`config.mk`:
```
export PLATFORM = sky130hd
export DESIGN_NAME = cascade_counter
export DESIGN_NICKNAME = d
export VERILOG_FILES = /design/src/rtl/ctr_pkg.sv /design/src/rtl/ctr_mode_sel.sv /design/src/rtl/ctr_state_reg.sv /design/src/rtl/ctr_tc_gen.sv /design/src/rtl/cascade_counter.sv
export SDC_FILE = /design/constraint.sdc
export NUM_CORES = 1
export LEC_CHECK = 0
export ABC_AREA = 1
export BUFFER_PORTS_ARGS = -buffer_cell sky130_fd_sc_hd__buf_4
export CORE_AREA = 8 8 45 47
export CTS_BUF_LIST = sky130_fd_sc_hd__clkbuf_8
export DETAILED_ROUTE_END_ITERATION = 7
export DIE_AREA = 0 0 53 55
export HOLD_SLACK_MARGIN = 0.08
export SETUP_SLACK_MARGIN = 0.05
export SYNTH_ARGS = -nofsm -noshare
export SYNTH_HDL_FRONTEND = slang
export SYNTH_SLANG_ARGS = --single-unit
export TNS_END_PERCENT = 1
```
`constraint.sdc`:
```
create_clock -name clk -period 2.3 [get_ports clk]
set_input_delay 0.46 -clock clk [delete_from_list [all_inputs] [get_ports clk]]
set_output_delay 0.46 -clock clk [all_outputs]
set_load 0.005 [all_outputs]
```
`src/rtl/ctr_pkg.sv`:
```
package ctr_pkg;

    typedef enum logic [1:0] {
        MODE_HOLD   = 2'd0,
        MODE_COUNT  = 2'd1,
        MODE_PRESET = 2'd2
    } ctr_mode_e;

    // Preset wins over counting; counting needs both enables.
    function automatic ctr_mode_e pick_mode(input logic preset_n,
                                            input logic en_par,
                                            input logic en_chain);
        ctr_mode_e m;
        if (!preset_n)
            m = MODE_PRESET;
        else if (en_par && en_chain)
            m = MODE_COUNT;
        else
            m = MODE_HOLD;
        return m;
    endfunction

endpackage

```
`src/rtl/ctr_mode_sel.sv`:
```
module ctr_mode_sel
    import ctr_pkg::*;
(
    input  logic      preset_n,
    input  logic      en_par,
    input  logic      en_chain,
    output ctr_mode_e mode
);
    always_comb begin
        mode = pick_mode(preset_n, en_par, en_chain);
    end
endmodule

```
`src/rtl/ctr_state_reg.sv`:
```
module ctr_state_reg
    import ctr_pkg::*;
#(
    parameter int WIDTH = 4
) (
    input  logic             clk,
    input  logic             clr_n,
    input  ctr_mode_e        mode,
    input  logic [WIDTH-1:0] din,
    output logic [WIDTH-1:0] q
);
    localparam logic [WIDTH-1:0] ONE = WIDTH'(1);

    logic [WIDTH-1:0] q_next;

    always_comb begin
        unique case (mode)
            MODE_PRESET: q_next = din;
            MODE_COUNT:  q_next = q + ONE;
            default:     q_next = q;
        endcase
    end

    always_ff @(posedge clk or negedge clr_n) begin
        if (!clr_n)
            q <= '0;
        else
            q <= q_next;
    end
endmodule

```
`src/rtl/ctr_tc_gen.sv`:
```
module ctr_tc_gen #(
    parameter int WIDTH = 4
) (
    input  logic             en_chain,
    input  logic [WIDTH-1:0] q,
    output logic             tc
);
    logic [WIDTH:0] chain;

    assign chain[0] = en_chain;
    for (genvar i = 0; i < WIDTH; i++) begin : g_and
        assign chain[i+1] = chain[i] & q[i];
    end
    assign tc = chain[WIDTH];
endmodule

```
`src/rtl/cascade_counter.sv`:
```
module cascade_counter
    import ctr_pkg::*;
#(
    parameter int WIDTH = 4
) (
    input  logic             clk,
    input  logic             clr_n,
    input  logic             preset_n,
    input  logic             en_par,
    input  logic             en_chain,
    input  logic [WIDTH-1:0] din,
    output logic [WIDTH-1:0] q,
    output logic             tc
);
    ctr_mode_e mode;

    ctr_mode_sel u_sel (
        .preset_n (preset_n),
        .en_par   (en_par),
        .en_chain (en_chain),
        .mode     (mode)
    );

    ctr_state_reg #(.WIDTH(WIDTH)) u_reg (
        .clk   (clk),
        .clr_n (clr_n),
        .mode  (mode),
        .din   (din),
        .q     (q)
    );

    ctr_tc_gen #(.WIDTH(WIDTH)) u_tc (
        .en_chain (en_chain),
        .q        (q),
        .tc       (tc)
    );
endmodule

```
Word-level counts from Yosys, hierarchy flattened
Cells that the tools add are included.
- bits in writable memories: 0
- input port bits: 9
- register bits after elaboration: 4
- memories: 0
- output and inout port bits: 5
- word-level logic and storage cells: 13
- memory bits (read-only): 0
- latch bits: 0
- bitwise logic cells: 4
- divide/modulo/power cells: 0
- order comparisons: 0
- $mul: 0
- shift-type cells: 0
- muxes and demuxes: 3
- equal/unequal tests: 2
- reduce and logical (&&, ||, !) cells: 2
- add/subtract/negate cells: 1
- operators by type and width (operator ; number):
    one-hot mux 4 bit (2 select lines) ; 1
    adder 4 x 1 -> 4 bit (second input constant) ; 1
    bitwise AND 1 bit ; 4
    equality test 2 x 1 -> 1 bit (second input constant) ; 1
    equality test 2 bit (second input constant) ; 1
    two-way mux 2 bit ; 1
    nonzero test 2 bit ; 1
    logical AND 1 bit ; 1
    two-way mux 1 bit ; 1

Longest topological paths before layout
- depth after elaboration: 5
- mapped depth: 7

By module
Synthesis repeated with hierarchy kept, for this count alone.
- cells, all modules: 41
- area total of the unflattened synthesis: 275.3 um^2
- modules (own cells, without submodules) (module ; seq. area each (um^2) ; area each (um^2) ; times used ; cells an instance):
    ctr_state_reg ; 100.1 ; 249.0 ; 1 ; 35
    ctr_mode_sel ; 0.0 ; 13.8 ; 1 ; 3
    ctr_tc_gen ; 0.0 ; 12.5 ; 1 ; 3

Least setup slack after synthesis
Ideal clock, no wire load.
- path type: register to output
- from: reg u_reg.q[2]
- to: out tc
- setup slack: 1.115 ns
- arrival: 0.725 ns
- path buffers: 0
- stages on the path, launching flop included: 3
- cell sequence: dfrtp_1 -> nand3_1 -> nor3b_1
- word-level cells in the longest chain between the ends: 2
- ends and longest elaborated chain (element ; line ; RTL):
    start, declared ; ctr_state_reg.sv:10 ; output logic [WIDTH-1:0] q
    start signal, assigned ; ctr_state_reg.sv:28 ; q <= q_next;
    bitwise AND 1 bit (2 in series) ; ctr_tc_gen.sv:12 ; assign chain[i+1] = chain[i] & q[i];
    end, declared ; cascade_counter.sv:13 ; output logic tc
Every way passes these cells.

Final worst setup path
Same ends and word-level chain as after synthesis.

==> impl_metrics.toml <==
[layout]
layout_commonest_cell = "nand2_1"
largest_register = "u_reg.q"
fin_nets = 68
finish.utilization_pct = 31.6
fillers = 159
diodes = 0
largest_reg_flops = 4
multi_input_area_sq_um = 145
final_cell_mix = "nand2_1 (15), buf_4 (13), inv_1 (5)"
register_area_sq_um = 100
top_regs = "u_reg.q: 4 flops"
fin_area_sq_um = 437
area_growth_pct = 63.1
final_layout_size_suffix_gt1_share_pct = 35.7

[power_and_ir_drop]
power_density_mw_per_mm2 = 676
seqPwrFrac_pct = 29.5
p_switching_uw = 73.4
p_comb_share_pct = 19.7
clkPwrFrac_pct = 50.9
switching_share_pct = 24.8
leakage_uw = 0.000234
cell_internal_pwr_uw = 222
ir_drop_v = 0.000301

[placement]
portBuffers = 13
place.gp.congestion = 0.824
dpl.hpwl_um = 629
dpl_cell_area_sq_um = 385
place_ws_ns = 0.956

[detailed_routing]
drt-total-wl_um = 779
post_drt_wl_per_cell_um = 10.8
drt_pass1_iterations = 4
wl_met3_um = 115
top_layer = "met4"
num_vias = 306
drtIter0Drc = 9
wl_met2_um = 339
wl_met1_um = 299
vias_per_cell = 4.25
drc = 0
ant_nets = 0

[yosys]
avgSynthCellArea_sq_um = 6.87
synth_area_sq_um = 268
yosysWarnings = 0
synth_fp_nets = 49
synth_xor_area_share_pct = 0
synthCells = 39
synthMuxAreaShare_pct = 0
synth_cell_type_count = 13
synth-simple-area-share_pct = 43.9
synth_top_family_by_area = "simple AND/OR/NAND/NOR gates"
synth_compound_area_share_pct = 5.61
synthAdderAreaFrac_pct = 4.67
yosysSeqAreaShare_pct = 37.4
ys_ff_latch = 4

[clocking]
clock-sinks = 4
cts_made_buffers = 3
cts.reportedPaths.clkPinSlew_ns = 0.03
cts_max_level = 1
cts_tree = "done"
cts.path.max_buffers = 2
root_buffer = "clkbuf_8"
clk_latency_ns = 0.22
post_cts_buffers = 0

[timing]
setup_ws_ns = 0.716
final.period_utilization_pct = 68.9
finalHoldViolations = 0
clock_skew_ns = 0.00495
rsz0062_at_grt = "false"
slew_headroom_pct = 88.1
fin_tns_setup_ns = 0
worst_pin_slew_ns = 0.179
period_needed_ns = 1.58
drv_slew = 0
setup_viol = 0
fmax_mhz = 631

[setup_path]
end_kind = "output pin"
cp.required_ns = 1.84
path_max_fanout = 5
arrival_ns = 1.12
cp_slowest_cell = "dfrtp_1"
cpPeakStageDelay_ns = 0.41
start_kind = "flip-flop"
path_cells = "nand3_1, nor3b_1, buf_4"
worst-setup-path-type = "flip-flop to output pin"

[global_routing]
grt_pass1_wl_mm = 1.19
grt_max_degree = 6
first_global_vias = 291
track_usage_pct = 6.20
antenna_found_initial = 0
grt-ovfl-total = 0

[job]
max_cap_violations = 0

[floorplanning]
rows = 14
die_area_sq_mm = 0.00292
initial_core_util_pct = 19.3
die_y_um = 55
io_pins = 14
core_sq_mm = 0.00138
die_w_um = 53

[worst_hold_path]
min_path_type = "input port to flip-flop"

[outcome]
status = "finished, final reports clean"
layer usage:
metal,vias to the layer above,GRT usage [%]
li1,155,-
met1,132,5.21
met2,15,8.79
met3,4,5.88
met4,0,5.17
met5,-,0
cell type report:
| type | count | share of cell area, % |
|---|---|---|
| inverters | 6 | 5.16 |
| well taps | 16 | 4.58 |
| flip-flops and latches | 4 | 22.9 |
| multi-input cells | 29 | 33.2 |
| clock buffers | 3 | 9.46 |
| repair buffers | 14 | 24.6 |
what timing repair did:
action                                 in CTS  in global routing
resized for setup                           0                  0
endpoints found under the hold margin       4                  0
hold buffers                                1                  0
critical path, delay by kind of cell (launching register included):
family / cells / cell delay [ns]
flip-flops: 1 / 0.41
buffers and inverters: 1 / 0.14
AND/OR/NAND/NOR: 2 / 0.34
power groups by stage:
stage | sequential, uW | clock, uW | combinational, uW
4_1_cts | 87.1 | 153 | 59.5
6_report | 87.0 | 150 | 58.1
3_3_place_gp | 87.3 | 0 | 57.6
5_1_grt | 88.0 | 160 | 66.3
2_1_floorplan | 87.0 | 0 | 25.9
3_5_place_dp | 87.9 | 0 | 57.9
cell usage after synthesis, drive strengths merged:
cell	n	area (sq um)
ha	1	12.5
o21bai	1	7.51
nand2	16	62.6
nor2	5	26.3
inv	6	22.5
o211ai	1	7.51
nand3	3	15.0
nor3b	1	7.51
or2	1	6.26
dfrtp	4	100
per-stage QoR:
step | hold WS (ns) | std cells | power [uW]
after floorplan | 0.164 | 39 | 113
after global placement | 0.259 | 68 | 145
after detailed placement | 0.262 | 68 | 146
after CTS | 0.469 | 72 | 299
after global routing | 0.468 | 72 | 315
final | 0.466 | 72 | 295
cell families (layout without fill, tap and decap cells):
logic type | count (synthesis) | in the layout
simple gates | 26 | 26
buf+inv | 6 | 23
flops | 4 | 4
compound gates | 2 | 2
fa+ha+maj | 1 | 1
worst paths after layout:
check | from | to | slack [ns] | cells past startpoint
max | u_reg.q[2] | tc | 0.72 | 3
min | din[1] | u_reg.q[1] | 0.47 | 3
max reg2reg | u_reg.q[0] | u_reg.q[2] | 1.27 | 7
min reg2reg | u_reg.q[1] | u_reg.q[1] | 0.55 | 2
max in group asynchronous | clr_n | u_reg.q[1] | 1.62 | 2
min in group asynchronous | clr_n | u_reg.q[3] | 0.58 | 2
No activity file was read; power rests on OpenSTA's default activity.
